$ cat config.mk
export PLATFORM = sky130hd
export DESIGN_NAME = rn_rename_unit
export DESIGN_NICKNAME = d
export VERILOG_FILES = /design/src/rtl/rn_pkg.sv /design/src/rtl/rn_freelist.sv /design/src/rtl/rn_history.sv /design/src/rtl/rn_regstate.sv /design/src/rtl/rn_rename_unit.sv
export SDC_FILE = /design/constraint.sdc
export NUM_CORES = 2
export LEC_CHECK = 0
export BUFFER_PORTS_ARGS = -buffer_cell sky130_fd_sc_hd__buf_4
export CAP_MARGIN = 20
export CORE_MARGIN = 1.5
export CORE_UTILIZATION = 50
export CTS_CLUSTER_DIAMETER = 50
export DETAILED_ROUTE_END_ITERATION = 12
export PLACE_DENSITY_LB_ADDON = 0.1
export SKIP_LAST_GASP = 1
export SYNTH_ARGS = -nofsm -noshare
export SYNTH_HDL_FRONTEND = slang
export SYNTH_HIERARCHICAL = 1
export SYNTH_SLANG_ARGS = --single-unit
$ cat constraint.sdc
create_clock -name clk -period 14.15 [get_ports clk]
set_clock_uncertainty 0.2 [all_clocks]
set_input_delay 2.83 -clock clk [delete_from_list [all_inputs] [get_ports clk]]
set_output_delay 2.83 -clock clk [all_outputs]
set_load 0.05 [all_outputs]
$ cat src/rtl/rn_pkg.sv
package rn_pkg;
    typedef enum logic [2:0] {
        OP_IDLE,
        OP_SQUASH,
        OP_REUSE,
        OP_ALLOC,
        OP_STALL
    } op_e;
endpackage

$ cat src/rtl/rn_freelist.sv
module rn_freelist #(
    parameter int DEPTH = 32,
    parameter int FIRST = 16,
    parameter int INIT  = 16,
    localparam int PW   = $clog2(DEPTH),
    localparam int CNTW = $clog2(DEPTH + 1)
) (
    input  logic            clk,
    input  logic            rst_n,
    input  logic            pop,
    input  logic            push_a,
    input  logic [PW-1:0]   data_a,
    input  logic            push_b,
    input  logic [PW-1:0]   data_b,
    output logic [PW-1:0]   head_data,
    output logic            empty,
    output logic [CNTW-1:0] count
);
    logic [PW-1:0]   mem [DEPTH];
    logic [PW-1:0]   head_q, tail_q;
    logic [CNTW-1:0] cnt_q;

    function automatic logic [PW-1:0] nxt(input logic [PW-1:0] p);
        return (p == PW'(DEPTH - 1)) ? '0 : p + 1'b1;
    endfunction

    logic [PW-1:0] tail_b;
    assign tail_b    = push_a ? nxt(tail_q) : tail_q;
    assign head_data = mem[head_q];
    assign empty     = (cnt_q == '0);
    assign count     = cnt_q;

    always_ff @(posedge clk) begin
        if (!rst_n) begin
            for (int j = 0; j < DEPTH; j++)
                mem[j] <= (j < INIT) ? PW'(FIRST + j) : '0;
            head_q <= '0;
            tail_q <= PW'(INIT % DEPTH);
            cnt_q  <= CNTW'(INIT);
        end else begin
            if (push_a) mem[tail_q] <= data_a;
            if (push_b) mem[tail_b] <= data_b;
            tail_q <= push_b ? nxt(tail_b) : tail_b;
            if (pop) head_q <= nxt(head_q);
            cnt_q <= cnt_q + CNTW'(push_a) + CNTW'(push_b) - CNTW'(pop);
        end
    end

    AST_NO_POP_EMPTY: assert property (@(posedge clk) disable iff (!rst_n)
        !(pop && empty));
    AST_NO_OVERFLOW: assert property (@(posedge clk) disable iff (!rst_n)
        (32'(cnt_q) + 32'(push_a) + 32'(push_b) - 32'(pop)) <= 32'(DEPTH));
endmodule

$ cat src/rtl/rn_history.sv
module rn_history #(
    parameter int W = 15,
    parameter int H = 8,
    localparam int HW = $clog2(H + 1)
) (
    input  logic         clk,
    input  logic         rst_n,
    input  logic         push,
    input  logic [W-1:0] push_data,
    input  logic         pop,
    output logic [W-1:0] top_data,
    output logic         top_valid
);
    logic [W-1:0]  ent_q [H];
    logic [HW-1:0] cnt_q;

    assign top_data  = ent_q[0];
    assign top_valid = (cnt_q != '0);

    always_ff @(posedge clk) begin
        if (!rst_n) begin
            for (int k = 0; k < H; k++) ent_q[k] <= '0;
            cnt_q <= '0;
        end else if (push) begin
            ent_q[0] <= push_data;
            for (int k = 1; k < H; k++) ent_q[k] <= ent_q[k-1];
            if (cnt_q != HW'(H)) cnt_q <= cnt_q + 1'b1;
        end else if (pop && top_valid) begin
            for (int k = 0; k < H - 1; k++) ent_q[k] <= ent_q[k+1];
            ent_q[H-1] <= '0;
            cnt_q <= cnt_q - 1'b1;
        end
    end

    AST_PUSH_POP_EXCL: assert property (@(posedge clk) disable iff (!rst_n)
        !(push && pop));
endmodule

$ cat src/rtl/rn_regstate.sv
module rn_regstate #(
    parameter int NUM_PHYS = 32,
    parameter int NUM_ARCH = 16,
    parameter int CW       = 4,
    localparam int PW      = $clog2(NUM_PHYS)
) (
    input  logic                          clk,
    input  logic                          rst_n,
    input  logic                          alloc_en,
    input  logic [PW-1:0]                 alloc_p,
    input  logic [CW-1:0]                 alloc_pin,
    input  logic                          reuse_en,
    input  logic [PW-1:0]                 reuse_p,
    input  logic                          wb_en,
    input  logic [PW-1:0]                 wb_p,
    input  logic                          sqr_en,
    input  logic                          sqf_en,
    input  logic [PW-1:0]                 sq_p,
    input  logic                          sq_landed,
    output logic [NUM_PHYS-1:0][CW-1:0]   rem_o,
    output logic [NUM_PHYS-1:0]           ready_o,
    output logic [NUM_PHYS-1:0]           pinned_o
);
    for (genvar i = 0; i < NUM_PHYS; i++) begin : g_reg
        logic [CW-1:0] rem_q, pend_q, pend_n;
        logic          pin_q, rdy_q;
        logic          a_hit, u_hit, w_hit, sr_hit, sf_hit, dec, inc;

        assign a_hit  = alloc_en && (alloc_p == PW'(i));
        assign u_hit  = reuse_en && (reuse_p == PW'(i));
        assign w_hit  = wb_en && (wb_p == PW'(i));
        assign sr_hit = sqr_en && (sq_p == PW'(i));
        assign sf_hit = sqf_en && (sq_p == PW'(i));
        assign dec    = w_hit && (pend_q != '0);
        assign inc    = sr_hit && sq_landed;
        assign pend_n = pend_q + CW'(inc) - CW'(dec);

        always_ff @(posedge clk) begin
            if (!rst_n) begin
                rem_q  <= '0;
                pend_q <= '0;
                pin_q  <= 1'b0;
                rdy_q  <= (i < NUM_ARCH);
            end else if (a_hit) begin
                rem_q  <= (alloc_pin == '0) ? '0 : alloc_pin - 1'b1;
                pend_q <= (alloc_pin == '0) ? CW'(1) : alloc_pin;
                pin_q  <= (alloc_pin != '0);
                rdy_q  <= 1'b0;
            end else if (sf_hit) begin
                rem_q  <= '0;
                pend_q <= '0;
                pin_q  <= 1'b0;
                rdy_q  <= 1'b0;
            end else begin
                rem_q  <= rem_q + CW'(sr_hit) - CW'(u_hit);
                pend_q <= pend_n;
                if (w_hit || inc) rdy_q <= (pend_n == '0);
            end
        end

        assign rem_o[i]    = rem_q;
        assign ready_o[i]  = rdy_q;
        assign pinned_o[i] = pin_q;

        AST_PIN_STICKY: assert property (@(posedge clk) disable iff (!rst_n)
            (pin_q && !a_hit && !sf_hit) |=> pin_q);
        AST_READY_ALL_LANDED: assert property (@(posedge clk) disable iff (!rst_n)
            $rose(rdy_q) |-> (pend_q == '0));
        AST_NO_REUSE_UNDERFLOW: assert property (@(posedge clk) disable iff (!rst_n)
            u_hit |-> (rem_q != '0));
    end
endmodule

$ cat src/rtl/rn_rename_unit.sv
module rn_rename_unit
    import rn_pkg::*;
#(
    parameter int NUM_ARCH = 16,
    parameter int NUM_PHYS = 32,
    parameter int CW       = 4,
    parameter int HIST     = 8,
    localparam int AW      = $clog2(NUM_ARCH),
    localparam int PW      = $clog2(NUM_PHYS),
    localparam int HEW     = AW + 2 * PW + 1,
    localparam int CNTW    = $clog2(NUM_PHYS + 1)
) (
    input  logic                clk,
    input  logic                rst_n,
    input  logic                ren_valid,
    input  logic [AW-1:0]       ren_arch,
    input  logic [CW-1:0]       ren_pin,
    input  logic [AW-1:0]       src_arch,
    input  logic                wb_valid,
    input  logic [PW-1:0]       wb_phys,
    input  logic                sq_valid,
    input  logic                sq_landed,
    input  logic                rel_valid,
    input  logic [PW-1:0]       rel_phys,
    output logic                ren_ok,
    output logic                ren_stall,
    output logic [PW-1:0]       ren_phys,
    output logic [PW-1:0]       ren_prev_phys,
    output logic                ren_reused,
    output logic [PW-1:0]       src_phys,
    output logic [NUM_PHYS-1:0] phys_ready,
    output logic [NUM_PHYS-1:0] phys_pinned
);
    typedef struct packed {
        logic [AW-1:0] arch;
        logic [PW-1:0] newp;
        logic [PW-1:0] prevp;
        logic          reused;
    } hist_t;

    logic [NUM_ARCH-1:0][PW-1:0] map_q;
    logic [NUM_PHYS-1:0][CW-1:0] rem_vec;
    logic [PW-1:0]   cur_p, fl_head;
    logic            fl_empty, can_reuse, h_valid;
    logic [CNTW-1:0] fl_count;
    logic [HEW-1:0]  h_raw;
    hist_t           h_top, h_new;
    logic            sq_do, sq_fresh, sq_reuse;
    op_e             op;

    assign cur_p     = map_q[ren_arch];
    assign can_reuse = (rem_vec[cur_p] != '0);
    assign src_phys  = map_q[src_arch];
    assign h_top     = hist_t'(h_raw);

    always_comb begin
        if (sq_valid)        op = OP_SQUASH;
        else if (!ren_valid) op = OP_IDLE;
        else if (can_reuse)  op = OP_REUSE;
        else if (fl_empty)   op = OP_STALL;
        else                 op = OP_ALLOC;
    end

    always_comb begin
        ren_ok     = 1'b0;
        ren_stall  = 1'b0;
        ren_reused = 1'b0;
        ren_phys   = fl_head;
        unique case (op)
            OP_IDLE:   ;
            OP_SQUASH: ;
            OP_REUSE: begin
                ren_ok     = 1'b1;
                ren_reused = 1'b1;
                ren_phys   = cur_p;
            end
            OP_ALLOC:  ren_ok    = 1'b1;
            OP_STALL:  ren_stall = 1'b1;
        endcase
    end
    assign ren_prev_phys = cur_p;

    assign sq_do    = (op == OP_SQUASH) && h_valid;
    assign sq_fresh = sq_do && !h_top.reused;
    assign sq_reuse = sq_do && h_top.reused;

    always_comb begin
        h_new.arch   = ren_arch;
        h_new.newp   = ren_phys;
        h_new.prevp  = cur_p;
        h_new.reused = ren_reused;
    end

    always_ff @(posedge clk) begin
        if (!rst_n) begin
            for (int i = 0; i < NUM_ARCH; i++) map_q[i] <= PW'(i);
        end else if (op == OP_ALLOC) begin
            map_q[ren_arch] <= fl_head;
        end else if (sq_fresh) begin
            map_q[h_top.arch] <= h_top.prevp;
        end
    end

    rn_freelist #(.DEPTH(NUM_PHYS), .FIRST(NUM_ARCH), .INIT(NUM_PHYS - NUM_ARCH)) u_fl (
        .clk(clk), .rst_n(rst_n),
        .pop(op == OP_ALLOC),
        .push_a(sq_fresh), .data_a(h_top.newp),
        .push_b(rel_valid), .data_b(rel_phys),
        .head_data(fl_head), .empty(fl_empty), .count(fl_count)
    );

    rn_history #(.W(HEW), .H(HIST)) u_hist (
        .clk(clk), .rst_n(rst_n),
        .push(ren_ok), .push_data(h_new),
        .pop(sq_valid),
        .top_data(h_raw), .top_valid(h_valid)
    );

    rn_regstate #(.NUM_PHYS(NUM_PHYS), .NUM_ARCH(NUM_ARCH), .CW(CW)) u_rs (
        .clk(clk), .rst_n(rst_n),
        .alloc_en(op == OP_ALLOC), .alloc_p(fl_head), .alloc_pin(ren_pin),
        .reuse_en(op == OP_REUSE), .reuse_p(cur_p),
        .wb_en(wb_valid), .wb_p(wb_phys),
        .sqr_en(sq_reuse), .sqf_en(sq_fresh), .sq_p(h_top.newp),
        .sq_landed(sq_landed),
        .rem_o(rem_vec), .ready_o(phys_ready), .pinned_o(phys_pinned)
    );

    AST_STALL_FREEZE: assert property (@(posedge clk) disable iff (!rst_n)
        ren_stall |=> $stable(map_q));
    AST_SQUASH_FIRST: assert property (@(posedge clk) disable iff (!rst_n)
        sq_valid |-> (!ren_ok && !ren_stall));
    AST_REUSE_NO_DRAW: assert property (@(posedge clk) disable iff (!rst_n)
        (ren_reused && !rel_valid) |=> $stable(fl_count));
    AST_ALLOC_HAS_FREE: assert property (@(posedge clk) disable iff (!rst_n)
        (ren_ok && !ren_reused) |-> !fl_empty);
endmodule

==> flow_summary.yaml <==
setup_path:
  crit_required_ns: 11.12
  rr_endpoint: "u_hist/ent_q[0][1]$_DFFE_PP_"
  crit_fanout: 69
  critPathSlowestCell: "mux4_2"
  worst-path-stages: 13
  rrSetupSlack_ns: 7.68
  reg2reg_depth: 16
  path_class: "in2out"
  crit_arrival_ns: 7.11
  end_kind: "primary output"
  rr_startpoint: "map_q[57]$_SDFFE_PN0P_"
  crit_end: "ren_ok"
  path_delay_family: "buffers and inverters"
  max_stage_delay_ns: 0.60
  crit_path_start: "ren_arch[0]"
  cp_num_buf_inv: 5
  startpoint_type: "primary input"
  path_common_cell: "buf_4"
  worstPathCellList: "buf_4 > mux4_2 > a22oi_2 > nand3_2 > nor2_2 > o211ai_1 > and4_4 > nor4_4 > buf_4 > inv_2 > a21oi_4 > buf_4 > buf_4"
job:
  maxCapViolCount: 0
logic_synthesis:
  synth_area_leaders: "dfxtp_1 (20%), edfxtp_1 (18%), ha_1 (8.9%)"
  synth_most_common_cell: "dfxtp_1"
  synth_common_cells: "dfxtp_1 (440), nand2_1 (407), inv_1 (363)"
  ys_warn_count: 6
  synthArstFlopShare: 0
  synth_area_um2: 43700
  synth_cells: 4602
  synth_top_flop_cell: "dfxtp_1"
  syn_area_per_cell_um2: 9.49
  synth_edf_count: 265
  synth_fp_nets: 5007
  synth_top_area_cell: "dfxtp_1"
  ys_seq_area_frac: 0.384
  synth-seq-cells: 705
  yosysUniqueCellTypes: 104
  synth_top_area_frac: 0.202
power:
  internal-power_mw: 4.38
  sw_frac_of_total: 0.329
  comb_power_share: 0.214
  total_leakage_power_nw: 18.5
  vdd_drop_max_v: 0.0000946
  netSwitchingPower_mw: 2.15
  pwr-share-seq: 0.375
  power.density_nw_per_um2: 135
  clkPwrFrac: 0.410
sta:
  maxSlewViolCount: 0
  tightest_slew_ns: 1.21
  setup_violations: 0
  finalHoldViolCount: 0
  fin_crit_sh: 0.716
  tns_ns: 0
  grt_setup_unrepaired: "false"
  max_freq_mhz: 98.6
  setup_ws_ns: 4.01
  post-route-min-period_ns: 10.14
  slew_headroom: 0.184
drt:
  wire_per_inst_um: 23.7
  vias_per_cell: 6.17
  postRouteWirelength_um: 137000
  drcViolationCount: 0
  dr_total_vias: 35500
  ant_nets: 0
  dr.pass1.iters: 6
  drt_iter0_drc: 3478
clock_tree:
  htreeDepth: 3
  cts_buffer_depth: 3
  clk_pin_slew_worst_paths_ns: 0.06
  cts_tree: "built"
  cts_num_sinks: 705
  cts.repair.resized: 0
  clock_latency_ns: 0.69
  root_buffer: "clkbuf_16"
  cts_buffers: 102
  cts_setup_buffers: 0
  holdBufCountCts: 0
grt:
  grt.total_usage: 0.302
  grt_first_pass_wirelength_um: 209000
  antenna_found_initial: 0
  overflow: 0
  grt_pass1_vias: 34200
  grt_max_degree: 112
floorplanning:
  die_y_um: 299
  dieArea_um2: 89200
  coreArea_um2: 86600
  rows: 108
  die_w_um: 299
  num_io_pins: 111
  start_util: 0.504
placed_design:
  place_hpwl_um: 91000
  gp_congestion: 0.968
  numPortBuffers: 110
  dp_slack_ns: 4.08
status:
  status: "finished clean"
finish:
  area_delta_synth_final_pct: 11.0
  drive_above_1_share: 0.117
  fillCellCount: 7715
  fin_nets: 4923
worst_hold_path:
  hold_path_class: "reg2reg"
  hold_depth: 2
-- per-stage QoR --
stage                     instance area [µm²]   util  hold WS (ns)  instances  total power, mW
after floorplan                         43700      -         0.226       4602             3.40
after global placement                  44700  0.516         0.240       5563             3.84
after detailed placement                44800  0.517         0.244       5566             3.85
after CTS                               48400  0.559         0.257       5756             6.53
after global routing                    48500  0.560         0.282       5759             6.77
final                                   48500  0.560         0.250       5761             6.53
-- worst register-to-register path, delay by kind of cell (launching register included) --
family | cells | cell delay, ns
AO/OA/AOI/OAI | 4 | 1.32
AND/OR/NAND/NOR | 4 | 1.72
buffers and inverters | 6 | 2.06
multiplexers | 2 | 0.42
flip-flops | 1 | 0.49
-- cell type report --
type | instances | area, µm² | area share
Multi-Input combinational cell | 3159 | 23800 | 0.491
Timing Repair Buffer | 185 | 1490 | 0.0307
Antenna cell | 2 | 5.00 | 0.000103
Sequential cell | 705 | 16800 | 0.346
Clock buffer | 133 | 2870 | 0.0593
Inverter | 365 | 1370 | 0.0283
Tap cell | 1155 | 1450 | 0.0298
Clock inverter | 57 | 739 | 0.0153
-- how the worst min path moves through the flow --
| stage | from | end |
|---|---|---|
| finish | u_rs/g_reg[16].pin_q$_SDFFE_PN0P_ | u_rs/g_reg[16].pin_q$_SDFFE_PN0P_ |
| global route | u_rs/g_reg[23].rdy_q$_SDFFE_PP0P_ | u_rs/g_reg[23].rdy_q$_SDFFE_PP0P_ |
| CTS | u_rs/g_reg[16].pin_q$_SDFFE_PN0P_ | u_rs/g_reg[16].pin_q$_SDFFE_PN0P_ |
| detailed placement | u_rs/g_reg[16].pin_q$_SDFFE_PN0P_ | u_rs/g_reg[16].pin_q$_SDFFE_PN0P_ |
| global placement | u_rs/g_reg[16].pin_q$_SDFFE_PN0P_ | u_rs/g_reg[16].pin_q$_SDFFE_PN0P_ |
| floorplan | u_rs/g_reg[16].pin_q$_SDFFE_PN0P_ | u_rs/g_reg[16].pin_q$_SDFFE_PN0P_ |
-- state kept, by name, indices dropped and copies added (netlist names), 6 cells and up, named ones only --
name,cells
u_rs/g.pin_q,32
u_rs/g.pend_q,128
u_rs/g.rdy_q,32
map_q,80
u_fl/count,6
u_fl/mem,160
u_hist/ent_q,120
u_rs/g.rem_q,128
-- metal layers --
| metal | vias to the layer above | track usage | wire length, µm |
|---|---|---|---|
| met1 | 17300 | 0.421 | 59800 |
| li1 | 16500 | - | - |
| met3 | 293 | 0.0548 | 11600 |
| met4 | 0 | 0.116 | 4990 |
| met5 | - | 0 | 0 |
| met2 | 1477 | 0.465 | 60200 |
-- layout by cell type (no fill, tap or decap), types with 63 or more instances in the layout --
cell type / count
dfxtp_1: 439
nand2_1: 404
inv_1: 361
nor2_1: 344
ha_1: 309
edfxtp_1: 265
nand3_1: 252
a21oi_1: 182
buf_4: 177
mux2i_1: 171
a22oi_1: 153
o22ai_1: 140
o21ai_0: 124
clkbuf_16: 106
xnor2_1: 88
xor2_1: 82
a21o_1: 69
fa_1: 67
mux4_2: 63
-- cells by family after synthesis --
logic type      after synthesis  share of synthesized area
simple gates               1400                      0.160
compound gates              970                      0.154
buf+inv                     738                     0.0750
flops                       705                      0.384
fa+ha+maj                   376                      0.119
mux                         243                     0.0740
xor+xnor                    170                     0.0341
-- power groups by stage --
stage | registers (mW) | clock network (mW) | logic, mW
floorplan | 2.41 | 0 | 0.985
CTS | 2.45 | 2.72 | 1.37
global placement | 2.49 | 0 | 1.35
global route | 2.47 | 2.81 | 1.50
detailed placement | 2.49 | 0 | 1.36
finish | 2.45 | 2.68 | 1.40
Note: power is estimated with default switching activity, not from simulation.
